File: config.mk
export PLATFORM = sky130hd
export DESIGN_NAME = status_flag_reg
export DESIGN_NICKNAME = d
export VERILOG_FILES = /design/src/rtl/sflag_pkg.sv /design/src/rtl/sflag_alu_merge.sv /design/src/rtl/sflag_io_port.sv /design/src/rtl/sflag_bit_xfer.sv /design/src/rtl/sflag_irq_gate.sv /design/src/rtl/status_flag_reg.sv
export SDC_FILE = /design/constraint.sdc
export NUM_CORES = 1
export LEC_CHECK = 0
export BUFFER_PORTS_ARGS = -buffer_cell sky130_fd_sc_hd__buf_2
export CAP_MARGIN = 5
export CORE_AREA = 2 2 53 55
export CTS_CLUSTER_SIZE = 30
export DETAILED_ROUTE_END_ITERATION = 10
export DIE_AREA = 0 0 55 57
export GPL_TIMING_DRIVEN = 0
export PLACE_DENSITY = 0.73
export SYNTH_ARGS = -nofsm -noshare
export SYNTH_HDL_FRONTEND = slang
export SYNTH_SLANG_ARGS = --single-unit
File: constraint.sdc
create_clock -name clk -period 2.1 [get_ports clk]
set_input_delay 0.63 -clock clk [delete_from_list [all_inputs] [get_ports clk]]
set_output_delay 0.63 -clock clk [all_outputs]
set_load 0.005 [all_outputs]
File: src/rtl/sflag_pkg.sv
package sflag_pkg;

    localparam int FLAG_W = 8;
    localparam int UPD_W  = 5;

    // positions inside the flag_upd strobe vector
    localparam int UPD_H = 4;
    localparam int UPD_V = 3;
    localparam int UPD_N = 2;
    localparam int UPD_Z = 1;
    localparam int UPD_C = 0;

    // packed MSB first: gie is bit 7, cy is bit 0
    typedef struct packed {
        logic gie;
        logic tb;
        logic hc;
        logic sg;
        logic ov;
        logic ng;
        logic zr;
        logic cy;
    } flags_t;

    typedef struct packed {
        flags_t flags;
        logic   wait_pend;
    } state_t;

    localparam flags_t FLAGS_RST = '0;

    function automatic flags_t fix_sign(input flags_t f);
        flags_t r;
        r    = f;
        r.sg = f.ng ^ f.ov;
        return r;
    endfunction

endpackage

File: src/rtl/sflag_alu_merge.sv
module sflag_alu_merge
    import sflag_pkg::*;
#(
    parameter int DATA_W = 8
) (
    input  flags_t            cur,
    input  logic [DATA_W-1:0] alu_result,
    input  logic              alu_cout,
    input  logic              alu_half,
    input  logic              alu_ovf,
    input  logic [UPD_W-1:0]  flag_upd,
    output flags_t            nxt
);
    localparam int MSB = DATA_W - 1;

    logic res_zero;
    logic res_neg;

    assign res_zero = (alu_result == '0);
    assign res_neg  = alu_result[MSB];

    always_comb begin
        flags_t f;
        f = cur;
        if (flag_upd[UPD_H]) f.hc = alu_half;
        if (flag_upd[UPD_V]) f.ov = alu_ovf;
        if (flag_upd[UPD_N]) f.ng = res_neg;
        if (flag_upd[UPD_Z]) f.zr = res_zero;
        if (flag_upd[UPD_C]) f.cy = alu_cout;
        nxt = fix_sign(f);
    end

endmodule

File: src/rtl/sflag_io_port.sv
module sflag_io_port
    import sflag_pkg::*;
#(
    parameter int              ADDR_W   = 6,
    parameter logic [ADDR_W-1:0] REG_ADDR = 6'h0F
) (
    input  logic [ADDR_W-1:0] io_addr,
    input  logic              io_wr,
    input  logic              io_rd,
    input  logic [FLAG_W-1:0] io_wdata,
    input  flags_t            cur,
    input  logic              wait_q,
    output logic              accept,
    output logic              wait_d,
    output logic              io_ready,
    output logic [FLAG_W-1:0] io_rdata,
    output flags_t            wr_flags
);
    logic hit;
    logic wr_hit;
    logic gie_flip;
    logic stall;

    assign hit      = (io_addr == REG_ADDR);
    assign wr_hit   = io_wr & hit;
    assign gie_flip = io_wdata[FLAG_W-1] ^ cur.gie;
    assign stall    = wr_hit & gie_flip & ~wait_q;

    assign io_ready = ~stall;
    assign accept   = wr_hit & ~stall;
    assign wait_d   = stall;
    assign io_rdata = (io_rd & hit) ? cur : '0;
    assign wr_flags = fix_sign(flags_t'(io_wdata));

endmodule

File: src/rtl/sflag_bit_xfer.sv
module sflag_bit_xfer #(
    parameter int DATA_W = 8,
    localparam int SEL_W = $clog2(DATA_W)
) (
    input  logic              cmd_bst,
    input  logic [DATA_W-1:0] bit_operand,
    input  logic [SEL_W-1:0]  bit_sel,
    input  logic              t_cur,
    output logic              t_nxt,
    output logic [DATA_W-1:0] bld_result
);
    assign t_nxt = cmd_bst ? bit_operand[bit_sel] : t_cur;

    for (genvar b = 0; b < DATA_W; b++) begin : g_bld
        assign bld_result[b] = (bit_sel == SEL_W'(b)) ? t_cur : bit_operand[b];
    end

endmodule

File: src/rtl/sflag_irq_gate.sv
module sflag_irq_gate #(
    parameter int NUM_IRQ = 4
) (
    input  logic               gie,
    input  logic [NUM_IRQ-1:0] periph_irq,
    output logic               irq_req
);
    logic [NUM_IRQ:0] any_chain;

    assign any_chain[0] = 1'b0;
    for (genvar k = 0; k < NUM_IRQ; k++) begin : g_or
        assign any_chain[k+1] = any_chain[k] | periph_irq[k];
    end

    assign irq_req = gie & any_chain[NUM_IRQ];

endmodule

File: src/rtl/status_flag_reg.sv
module status_flag_reg
    import sflag_pkg::*;
#(
    parameter int              ADDR_W   = 6,
    parameter logic [ADDR_W-1:0] REG_ADDR = 6'h0F,
    parameter int              DATA_W   = 8,
    parameter int              NUM_IRQ  = 4,
    localparam int             SEL_W    = $clog2(DATA_W)
) (
    input  logic               clk,
    input  logic               rst_n,
    input  logic [ADDR_W-1:0]  io_addr,
    input  logic               io_wr,
    input  logic               io_rd,
    input  logic [7:0]         io_wdata,
    output logic [7:0]         io_rdata,
    output logic               io_ready,
    input  logic [DATA_W-1:0]  alu_result,
    input  logic               alu_cout,
    input  logic               alu_half,
    input  logic               alu_ovf,
    input  logic [4:0]         flag_upd,
    input  logic               cmd_sei,
    input  logic               cmd_cli,
    input  logic               cmd_bst,
    input  logic [DATA_W-1:0]  bit_operand,
    input  logic [SEL_W-1:0]   bit_sel,
    output logic [DATA_W-1:0]  bld_result,
    input  logic [NUM_IRQ-1:0] periph_irq,
    output logic               irq_req,
    output logic [7:0]         flags_out
);
    state_t st_d, st_q;
    flags_t alu_flags;
    flags_t wr_flags;
    logic   accept;
    logic   wait_d;
    logic   t_nxt;

    sflag_alu_merge #(.DATA_W(DATA_W)) u_alu (
        .cur        (st_q.flags),
        .alu_result (alu_result),
        .alu_cout   (alu_cout),
        .alu_half   (alu_half),
        .alu_ovf    (alu_ovf),
        .flag_upd   (flag_upd),
        .nxt        (alu_flags)
    );

    sflag_io_port #(.ADDR_W(ADDR_W), .REG_ADDR(REG_ADDR)) u_io (
        .io_addr  (io_addr),
        .io_wr    (io_wr),
        .io_rd    (io_rd),
        .io_wdata (io_wdata),
        .cur      (st_q.flags),
        .wait_q   (st_q.wait_pend),
        .accept   (accept),
        .wait_d   (wait_d),
        .io_ready (io_ready),
        .io_rdata (io_rdata),
        .wr_flags (wr_flags)
    );

    sflag_bit_xfer #(.DATA_W(DATA_W)) u_bit (
        .cmd_bst     (cmd_bst),
        .bit_operand (bit_operand),
        .bit_sel     (bit_sel),
        .t_cur       (st_q.flags.tb),
        .t_nxt       (t_nxt),
        .bld_result  (bld_result)
    );

    sflag_irq_gate #(.NUM_IRQ(NUM_IRQ)) u_irq (
        .gie        (st_q.flags.gie),
        .periph_irq (periph_irq),
        .irq_req    (irq_req)
    );

    always_comb begin
        st_d          = st_q;
        st_d.flags    = alu_flags;
        st_d.flags.tb = t_nxt;
        if (cmd_cli) begin
            st_d.flags.gie = 1'b0;
        end else if (cmd_sei) begin
            st_d.flags.gie = 1'b1;
        end
        if (accept) begin
            st_d.flags = wr_flags;
        end
        st_d.wait_pend = wait_d;
    end

    always_ff @(posedge clk) begin
        if (!rst_n) begin
            st_q <= '{flags: FLAGS_RST, wait_pend: 1'b0};
        end else begin
            st_q <= st_d;
        end
    end

    assign flags_out = st_q.flags;

endmodule

# Word-level counts from Yosys, hierarchy flattened
# Cells that the tools add are included.
# W data, S select, Z words.
# totals
reg_bits	9
inputBits	52
out_inout_bits	26
wordCells	59
# classes
magnitude_cmp	1
eq_ne	8
n_mux	20
n_bitwise	14
n_reduce_logical	7
# op_table
op	count
$mux W1	17
$mux W8	2
$eq A3 B3 Y1 const B	4
$logic_not A8 Y1	1
$reduce_bool A2 Y1	4
$and A1 B1 Y1	6
$eq A3 B2 Y1 const B	2
$eq A6 B4 Y1 const B	1
$lt A3 B4 Y1 const B	1
$bmux W1 S3	1
$eq A3 B1 Y1 const B	1
$logic_not A3 Y1	1
$or A1 B1 Y1	3
$reduce_bool A3 Y1	1
$xor A1 B1 Y1	3
$not A1 Y1	2

# Logic depth before layout (Yosys ltp)
# Gate-level depths: netlist of run 1.
# logic_depth
depth_word	7
mapped_depth	5
depth_no_buf	4

# Cells and area by module
# Synthesis of run 1 repeated with hierarchy kept, for this count alone.
# unflattened
cells_unflattened	112
area_unflattened_um2	942.2
# modules_own_cells
mod	instances	cells_each	area_per_inst_um2	seq_area_each_um2
status_flag_reg	1	37	394.1	180.2
sflag_bit_xfer	1	29	232.7	0.0
sflag_io_port	1	33	196.4	0.0
sflag_alu_merge	1	12	107.6	0.0
sflag_irq_gate	1	1	11.3	0.0

# Worst setup path after synthesis of run 1
# Ideal clock, no wire load.
# synth_path
path_kind	input to output
start	input port bit_sel[2]
end	output port bld_result[4]
arrival_time_ns	1.452
required_ns	1.470
slack_ns	0.018
stages	3
path_buffers	1
path_cell_list	clkbuf_1 nor3b_1 mux2_2
# synth_via
elab_chain_cells	2
# synth_rtl
item	line_no	source
start: declaration	status_flag_reg.sv:27	input logic [SEL_W-1:0] bit_sel,
$eq A3 B3 Y1	sflag_bit_xfer.sv:15	assign bld_result[b] = (bit_sel == SEL_W'(b)) ? t_cur : bit_operand[b];
$mux W1	sflag_bit_xfer.sv:15	
end: declaration	status_flag_reg.sv:28	output logic [DATA_W-1:0] bld_result,
# Every way passes these cells.

# Worst setup path after layout of run 1
# layout_path
start	input port bit_sel[2]
end	output port bld_result[1]
# layout_via
elab_chain_cells	2
# layout_rtl
item	line_no
$eq A3 B1 Y1	sflag_bit_xfer.sv:15
$mux W1	sflag_bit_xfer.sv:15
# Every way passes these cells.

==> impl_metrics.tcl, run 1 <==
set metrics [dict create \
    synth_compound_area_share_pct 15.31 \
    firstDrtPassIters 3 \
    grt_usage_pct 15.15 \
    final_hold_viol_count 0 \
    hp-class "reg2reg" \
    rsz0062_at_grt "true" \
    synth_top_cell_by_area "dfxtp_1" \
    ios 78 \
    drtIter0Drc 7 \
    ys_seq_area_share_pct 23.45 \
    drc 0 \
    initial_core_util_pct 29.38 \
    synth_xor_area_share_pct 3.420 \
    max-slew-margin-rel_pct 75.38 \
    via_per_inst 4.956 \
    yosys.area_share.simple_pct 27.85 \
    routedWlPerCell_um 12.67 \
    fin_nets 226 \
    final_core_util_pct 51.15 \
    grt_pass1_vias 867 \
    vdd_drop_max_mv 0.2024 \
    yosysTopAreaCellShare_pct 23.45 \
    hold_depth 2 \
    drive_gt1_share_pct 61.27 \
    worst-r2r-setup-slack_ns 0.70 \
    hold_start "flags_out[1]" \
    clkTransAtPathRegs_ns 0.06 \
    syn-num-nets 143 \
    post-route-period-util_pct 101.2 \
    async_flop_share_pct 0 \
    cp.required_ns 1.47 \
    numPortBuffers 76 \
    core_mm2 0.002615 \
    synth-main-ff-cell "dfxtp_1" \
    gp_congestion 0.6617 \
    drt-total-wl_um 2585 \
    drtAntennaViolNets 0 \
    fill_cells 280 \
    violations "setup timing" \
    pre_cts_ws_ns -0.3413 \
    antenna_found_initial 0 \
    synth-edff-count 0 \
    rows 19 \
    start_kind "input pin" \
    grt_pass1_wl_um 3470 \
    crit_type "in2out" \
    cts_root_buf "clkbuf_4" \
    multi_input_area_um2 589.3 \
    reg2regPathDepth 5 \
    die_h_um 57 \
    synthDistinctLibCells 34 \
    clock_path_buffers 2 \
    place_inst 198 \
    status "finished with violations" \
    yosys-top-cells-area "dfxtp_1 23%, mux2_2 13%, mux2i_1 10%, nor2_1 6.8%, and3_1 5.7%" \
    syn_to_final_growth_pct 74.10 \
    power_density_mw_per_mm2 374.5 \
    hold_end "flags_out[1]" \
    crit_fanout 4 \
    synth_adder_area_share_pct 0 \
    cts_buffers 3 \
    vias 1011 \
    overflow 0 \
    worstSkewPairLatency_ns 0.26 \
    cp-end-kind "output pin" \
    synth_warnings 0 \
    layout_setup_ws_ns -0.02577 \
    postCtsHoldBufs 0 \
    htreeDepth 1 \
    r2r_start "flags_out[7]" \
    fin_crit_ns 2.126 \
    syn-mean-instance-area_um2 8.442 \
    maxCapViolCount 0 \
    r2r-end "flags_out[1]" \
    dieArea_mm2 0.003135 \
    setup_violations 2 \
    tightest_slew_ns 0.3693 \
    synth-seq-cells 9 \
    total_power_mw 0.5009 \
    antennaDiodeCount 0 \
    grt_start_max_net_pins 12 \
    critPathArrivalTime_ns 1.50 \
    post_synth_instance_area_um2 768.2 \
    final_cells 204 \
    synth_top_family_by_area "simple AND/OR/NAND/NOR gates" \
    drv_slew 0 \
    fp.dieW_um 55 \
    clkSinkCount 9 \
    p_leak_nw 0.7207 \
    clock.fmax_ghz 0.4704 \
    syn_inst 91 \
    seq_area_um2 180.2 \
    synthMuxAreaShare_pct 23.62 \
    clock_skew_ns 0.006742 \
    tritoncts "yes" \
    dpl.hpwl_um 1914 \
]
==> layer usage <==
| metal | track usage (%) | up-vias | share of wire [%] |
|---|---|---|---|
| met1 | 14.29 | 437 | 34 |
| met4 | 8.711 | 0 | 2.6 |
| met5 | 0 | - | 0 |
| li1 | - | 501 | - |
| met2 | 27.72 | 67 | 49 |
| met3 | 4.188 | 6 | 14 |
==> cell usage in the layout, fill, tap and decap left out, types with 2 or more instances in the layout <==
cell,synthesis,final
nor3b_4,0,2
mux2i_1,8,8
a211oi_1,5,5
and3_1,7,7
nor2_1,14,13
clkbuf_4,0,3
nand3_1,2,2
xnor2_1,2,2
buf_8,0,4
buf_4,2,4
nand3b_1,2,2
buf_6,1,4
nand2_1,3,3
buf_2,0,72
dfxtp_1,9,9
mux2_4,0,2
mux2_2,9,7
==> registers in the layout, summed over array words and instances (netlist names) <==
register,cells
flags_out,8
st_q,1
==> cell families (layout without fill, tap and decap cells) <==
family,after synthesis,after routing
AOI/OAI and AO/OA,13,13
xor gates and xnor gates,3,3
buffers and inverters,9,90
DFF,9,9
muxes,17,17
and+or+nand+nor,40,41
==> power breakdown <==
part,switching [mW],internal [mW],total [mW]
clock network,0.0588,0.0731,0.132
logic,0.0758,0.108,0.183
registers,0.00548,0.180,0.186
total,0.140,0.361,0.501
==> stage by stage <==
step	hold WS (ns)	cell area, um2	setup TNS, ns
global placement	0.4836	1187	-3.595
finish	0.5005	1338	-0.04437
global route	0.5458	1338	-0.09667
floorplan	0.4856	768.2	0
detailed placement	0.4940	1187	-3.735
CTS	0.5024	1329	-0.1180
==> cell usage after synthesis (all sizes together) (2+ instances only) <==
cell     n
clkbuf   3
nand2    3
nand3    2
xnor2    2
dfxtp    9
nor3     2
a211oi   5
buf      5
nand3b   2
and3     8
nor2    14
mux2     9
mux2i    8
nor3b    2
==> worst max-delay path, cell delays in order <==
cell and delay, ns:
buf_8 0.11, buf_8 0.12, nor3b_4 0.19, mux2_4 0.33, buf_6 0.12
==> how the worst max path moves through the flow <==
stage	startpoint	endpoint	cells past startpoint	slack, ns
2_1_floorplan	bit_sel[2]	bld_result[4]	3	0.02
3_3_place_gp	bit_sel[0]	bld_result[1]	5	-0.28
5_1_grt	bit_sel[2]	bld_result[1]	5	-0.06
3_5_place_dp	bit_sel[2]	bld_result[4]	5	-0.34
4_1_cts	bit_sel[1]	bld_result[4]	5	-0.05
6_report	bit_sel[2]	bld_result[1]	5	-0.03
==> repair_timing <==
item | CTS | global route
setup endpoints to repair | 17 | 13
buffers inserted | 2 | 0
gates cloned | 2 | 1
pin swaps | 3 | 2
gates resized for setup | 25 | 6
==> area by class of cell <==
cell class                 instances  share of cell area (%)
tap                               31                   2.900
clock buffer                       4                   1.964
buffer                             5                   3.368
sequential                         9                   13.47
timing repair buffer              80                   33.96
inverter                           1                  0.2806
multi-input combinational         74                   44.06
Power figures use the tool's default switching activity.
==> run 2: changes to the inputs <==
--- a/config.mk
+++ b/config.mk
@@ -11,7 +11,6 @@
 export CTS_CLUSTER_SIZE = 30
 export DETAILED_ROUTE_END_ITERATION = 10
 export DIE_AREA = 0 0 55 57
-export GPL_TIMING_DRIVEN = 0
 export PLACE_DENSITY = 0.73
 export SYNTH_ARGS = -nofsm -noshare
 export SYNTH_HDL_FRONTEND = slang
==> run 2 against run 1 <==
Against the previous run: the run now ends clean; die area is the same; critical path depth is 1 lower; clock-buffer cell count is the same; clock skew down 0.0030 ns; utilization down 2.5 points; total power decreased by 3.8%; wire length fell by 10%; first-iteration DRC count unchanged; critical path type unchanged; largest cell class unchanged.
==> impl_metrics.tcl, run 2 (same netlist as run 1, synthesis figures left out) <==
set metrics [dict create \
    r2r-end "flags_out[6]" \
    syn_to_final_growth_pct 65.47 \
    via_per_inst 4.833 \
    final_hold_viol_count 0 \
    place_inst 199 \
    grt_pass1_wl_um 3436 \
    grt_start_max_net_pins 16 \
    cts_root_buf "clkbuf_4" \
    cpPeakStageDelay_ns 0.35 \
    status "completed" \
    crit_path_top_delay_cell "mux2_2" \
    postCtsHoldBufs 0 \
    drtIter0Drc 7 \
    fin_nets 225 \
    antenna_found_initial 0 \
    core_mm2 0.002615 \
    tritoncts "yes" \
    final_cell_mix "73 x buf_2, 14 x nor2_1, 11 x buf_4" \
    drive_gt1_share_pct 60.47 \
    clkTransAtPathRegs_ns 0.06 \
    cp.required_ns 1.47 \
    dieArea_mm2 0.003135 \
    antennaDiodeCount 0 \
    max-slew-margin-rel_pct 68.74 \
    final_core_util_pct 48.61 \
    clock_path_buffers 2 \
    cp_cell_sequence "buf_4 > nor3b_2 > mux2_2 > buf_2" \
    htreeDepth 1 \
    vdd_drop_max_mv 0.2021 \
    power_density_mw_per_mm2 379.2 \
    vias 981 \
    crit_type "in2out" \
    gp_congestion 0.6583 \
    timing.critical_path.buf_inv 2 \
    post-route-period-util_pct 99.76 \
    fp.dieW_um 55 \
    drv_slew 0 \
    critPathArrivalTime_ns 1.47 \
    start_kind "input pin" \
    cpLargestDelayFamily "multiplexers" \
    final_common_cell "buf_2" \
    setup_violations 0 \
    ios 78 \
    fin_crit_ns 2.095 \
    hold_end "flags_out[1]" \
    overflow 0 \
    rows 19 \
    hp-class "reg2reg" \
    crit_fanout 10 \
    drt-total-wl_um 2317 \
    hold_depth 2 \
    cp-end-kind "output pin" \
    grt_usage_pct 14.37 \
    firstDrtPassIters 4 \
    hold_start "flags_out[1]" \
    routedWlPerCell_um 11.41 \
    drc 0 \
    clkSinkCount 9 \
    grt_pass1_vias 886 \
    largest_reg_flops 8 \
    die_h_um 57 \
    reg2regPathDepth 4 \
    cts_buffers 3 \
    tightest_slew_ns 0.4687 \
    worstSkewPairLatency_ns 0.26 \
    clock_skew_ns 0.003734 \
    clock.fmax_ghz 0.4773 \
    numPortBuffers 76 \
    initial_core_util_pct 29.38 \
    drtAntennaViolNets 0 \
    p_leak_nw 0.6944 \
    worst-r2r-setup-slack_ns 0.68 \
    cts_setup_buffers 0 \
    final_cells 203 \
    maxCapViolCount 0 \
    r2r_start "flags_out[7]" \
]
==> run 2: cell types whose count changed in the layout (fill, tap and decap cells not counted), moves of 2 or more <==
| cell | delta |
|---|---|
| buf_4 | +7 |
| buf_6 | -3 |
| mux2_2 | +2 |
| mux2_4 | -2 |
| buf_8 | -4 |
==> run 2: metrics by stage <==
stage / instance area (um2) / hold slack (ns) / power, mW / setup TNS [ns] / worst slack [ns]
CTS: 1239 / 0.5034 / 0.4874 / -0.05534 / -0.02971
floorplan: 768.2 / 0.4856 / 0.2607 / 0 / 0.01803
global placement: 1210 / 0.4883 / 0.3455 / -0.3575 / -0.05475
finish: 1271 / 0.4913 / 0.4820 / 0 / 0.004969
global route: 1271 / 0.5478 / 0.5186 / -0.02646 / -0.02646
detailed placement: 1210 / 0.4942 / 0.3485 / -0.4537 / -0.05281
==> run 2: metal layers <==
| layer | GRT usage [%] | vias up | wire [um] |
|---|---|---|---|
| met5 | 0 | - | 0 |
| met3 | 2.618 | 2 | 312 |
| met4 | 4.878 | 0 | 8 |
| met1 | 15.58 | 418 | 862 |
| met2 | 26.70 | 63 | 1133 |
| li1 | - | 498 | - |
==> run 2: where the power goes <==
part	switching [mW]	total, mW	internal [mW]	leakage [nW]
sequential	0.00816	0.188	0.180	0.0739
clock	0.0587	0.132	0.0731	0.0150
combinational	0.0665	0.162	0.0953	0.605
total	0.133	0.482	0.349	0.694
==> run 2: final cells by class <==
class,count,area [um2]
clock buffers,4,26.28
fillers,289,1344
inverters,1,3.754
multi-input cells,73,563.0
flip-flops and latches,9,180.2
well taps,31,38.79
repair buffers,85,459.2
==> run 2: repair_timing <==
action / CTS / global route
gates resized for setup: 2 / 11
cloned: 0 / 0
setup endpoints to repair: 12 / 6
==> run 2: worst max-delay path by stage <==
stage                           from       endpoint  slack (ns)  cells after the start
after CTS                 bit_sel[2]  bld_result[4]       -0.03                      4
after global placement    io_addr[3]       io_ready       -0.05                      5
after global routing      bit_sel[0]  bld_result[4]       -0.03                      4
final                     bit_sel[0]  bld_result[4]       0.005                      4
after detailed placement  io_addr[3]    io_rdata[7]       -0.05                      5
after floorplan           bit_sel[2]  bld_result[4]        0.02                      3
==> run 2: worst register-to-register path, cell delays in order, from the launching register on <==
cell	delay [ns]
dfxtp_1	0.40
xnor2_1	0.15
o2111ai_4	0.43
mux2i_1	0.24
o22ai_1	0.09
==> run 3: changes to the inputs <==
--- a/config.mk
+++ b/config.mk
@@ -6,12 +6,13 @@
 export NUM_CORES = 1
 export LEC_CHECK = 0
 export BUFFER_PORTS_ARGS = -buffer_cell sky130_fd_sc_hd__buf_2
-export CAP_MARGIN = 5
 export CORE_AREA = 2 2 53 55
 export CTS_CLUSTER_SIZE = 30
 export DETAILED_ROUTE_END_ITERATION = 10
 export DIE_AREA = 0 0 55 57
+export GPL_TIMING_DRIVEN = 0
 export PLACE_DENSITY = 0.73
+export RECOVER_POWER = 100
 export SYNTH_ARGS = -nofsm -noshare
 export SYNTH_HDL_FRONTEND = slang
 export SYNTH_SLANG_ARGS = --single-unit
==> run 3 against run 2 <==
Against the previous run: the run now ends with setup timing left; setup slack worse by 0.031 ns; total power grew 3.2%; sequential power hardly changed; non-clock buffer count did not move; clock power hardly changed; flip-flop and latch count did not move; highest routed layer unchanged.
==> impl_metrics.tcl, run 3 (same netlist as run 1, synthesis figures left out) <==
set metrics [dict create \
    violations "setup timing" \
    start_kind "input pin" \
    grt_pass1_vias 867 \
    cp_cell_sequence "buf_8 > buf_8 > nor3b_4 > mux2_4 > buf_6" \
    crit_type "in2out" \
    cpLargestDelayFamily "buffers and inverters" \
    grt_start_max_net_pins 12 \
    drt-total-wl_um 2591 \
    gp_congestion 0.6617 \
    crit_fanout 4 \
    die_h_um 57 \
    hold_start "flags_out[1]" \
    vdd_drop_max_mv 0.2004 \
    rsz0062_at_grt "true" \
    total_power_mw 0.4976 \
    numPortBuffers 76 \
    clock_skew_ns 0.006703 \
    fp.dieW_um 55 \
    maxCapViolCount 0 \
    overflow 0 \
    layout_setup_ws_ns -0.02577 \
    antennaDiodeCount 0 \
    drtAntennaViolNets 0 \
    largest_reg_flops 8 \
    setup_violations 2 \
    timing.critical_path.buf_inv 3 \
    vias 1013 \
    fin_crit_ns 2.126 \
    path_common_cell "buf_8" \
    firstDrtPassIters 4 \
    antenna_found_initial 0 \
    clkTransAtPathRegs_ns 0.06 \
    final_hold_viol_count 0 \
    crit_cells 5 \
    initial_core_util_pct 29.38 \
    cp-end-kind "output pin" \
    clkSinkCount 9 \
    clock.fmax_ghz 0.4704 \
    via_per_inst 4.966 \
    syn_to_final_growth_pct 71.17 \
    cp.required_ns 1.47 \
    tritoncts "yes" \
    drv_slew 0 \
    drc 0 \
    final_cells 204 \
    cts_root_buf "clkbuf_4" \
    grt_pass1_wl_um 3470 \
    place_inst 198 \
    final_cell_mix "68 x buf_2, 13 x nor2_1, 9 x dfxtp_1" \
    dieArea_mm2 0.003135 \
    ios 78 \
    clock_path_buffers 2 \
    cts_buffers 3 \
    r2r_start "flags_out[7]" \
    hold_depth 2 \
    power_density_mw_per_mm2 378.4 \
    crit_path_start "bit_sel[2]" \
    grt_usage_pct 15.15 \
    hp-class "reg2reg" \
    final_core_util_pct 50.29 \
    post-route-period-util_pct 101.2 \
    crit_path_top_delay_cell "mux2_4" \
    dpl.hpwl_um 1914 \
    final_common_cell "buf_2" \
    worstSkewPairLatency_ns 0.26 \
    core_mm2 0.002615 \
    htreeDepth 1 \
    fin_nets 226 \
    tightest_slew_ns 0.6544 \
    max-slew-margin-rel_pct 56.33 \
    drtIter0Drc 6 \
    status "finished with violations" \
    rows 19 \
    drive_gt1_share_pct 58.38 \
    critPathArrivalTime_ns 1.50 \
    cpPeakStageDelay_ns 0.33 \
    routedWlPerCell_um 12.70 \
    p_leak_nw 0.7052 \
    reg2regPathDepth 5 \
]
-- run 3: changes by cell type in the layout (fill, tap and decap cells not counted), moves of 2 or more --
cell / delta
mux2_4: +2
buf_4: -7
mux2_2: -2
buf_6: +3
buf_8: +4
buf_2: -5
clkbuf_1: +4
-- run 3: path summary, 6_finish.rpt --
path | to | slack [ns]
worst min-delay path | flags_out[1] | 0.50
worst max register to register | flags_out[2] | 0.45
worst min register to register | flags_out[1] | 0.50
worst max-delay path | bld_result[1] | -0.03
-- run 3: worst register-to-register path: stages (launching register included) --
cell and delay, ns:
dfxtp_1 0.40, xnor2_1 0.12, o2111ai_1 0.56, buf_6 0.23, nor2_1 0.05, a211oi_1 0.21
-- run 3: timing repair --
action | in CTS | in global routing
resized for setup | 25 | 6
cloned | 2 | 1
pin swaps | 3 | 2
setup endpoints to repair | 17 | 13
hold buffers | 0 | 0
endpoints found under the hold margin | 0 | 0
setup buffers | 2 | 0
-- run 3: metrics by stage --
step / instance area [um2] / worst slack (ns) / TNS (ns) / hold WS (ns)
finish: 1315 / -0.02577 / -0.04437 / 0.5005
global placement: 1187 / -0.2794 / -3.595 / 0.4836
global route: 1315 / -0.05968 / -0.09667 / 0.5458
floorplan: 768.2 / 0.01803 / 0 / 0.4856
detailed placement: 1187 / -0.3413 / -3.735 / 0.4940
CTS: 1329 / -0.04762 / -0.1180 / 0.5024
-- run 3: per-layer routing --
layer / global-route usage [%] / share of wire [%] / vias up
met5: 0 / 0 / -
met4: 8.711 / 2.6 / 0
met3: 4.188 / 15 / 6
met2: 27.72 / 49 / 67
met1: 14.29 / 34 / 437
li1: - / - / 503
-- run 3: final cells by class --
type | instances | area, um2
buffer | 5 | 45.04
clock buffer | 4 | 26.28
fill | 287 | 1300
inverter | 1 | 3.754
multi-input combinational | 74 | 571.8
sequential | 9 | 180.2
tap | 31 | 38.79
timing repair buffer | 80 | 449.2
-- run 3: power breakdown --
part | internal, mW | total (mW) | switching (mW)
combinational | 0.106 | 0.180 | 0.0740
clock | 0.0731 | 0.132 | 0.0588
sequential | 0.180 | 0.186 | 0.00559
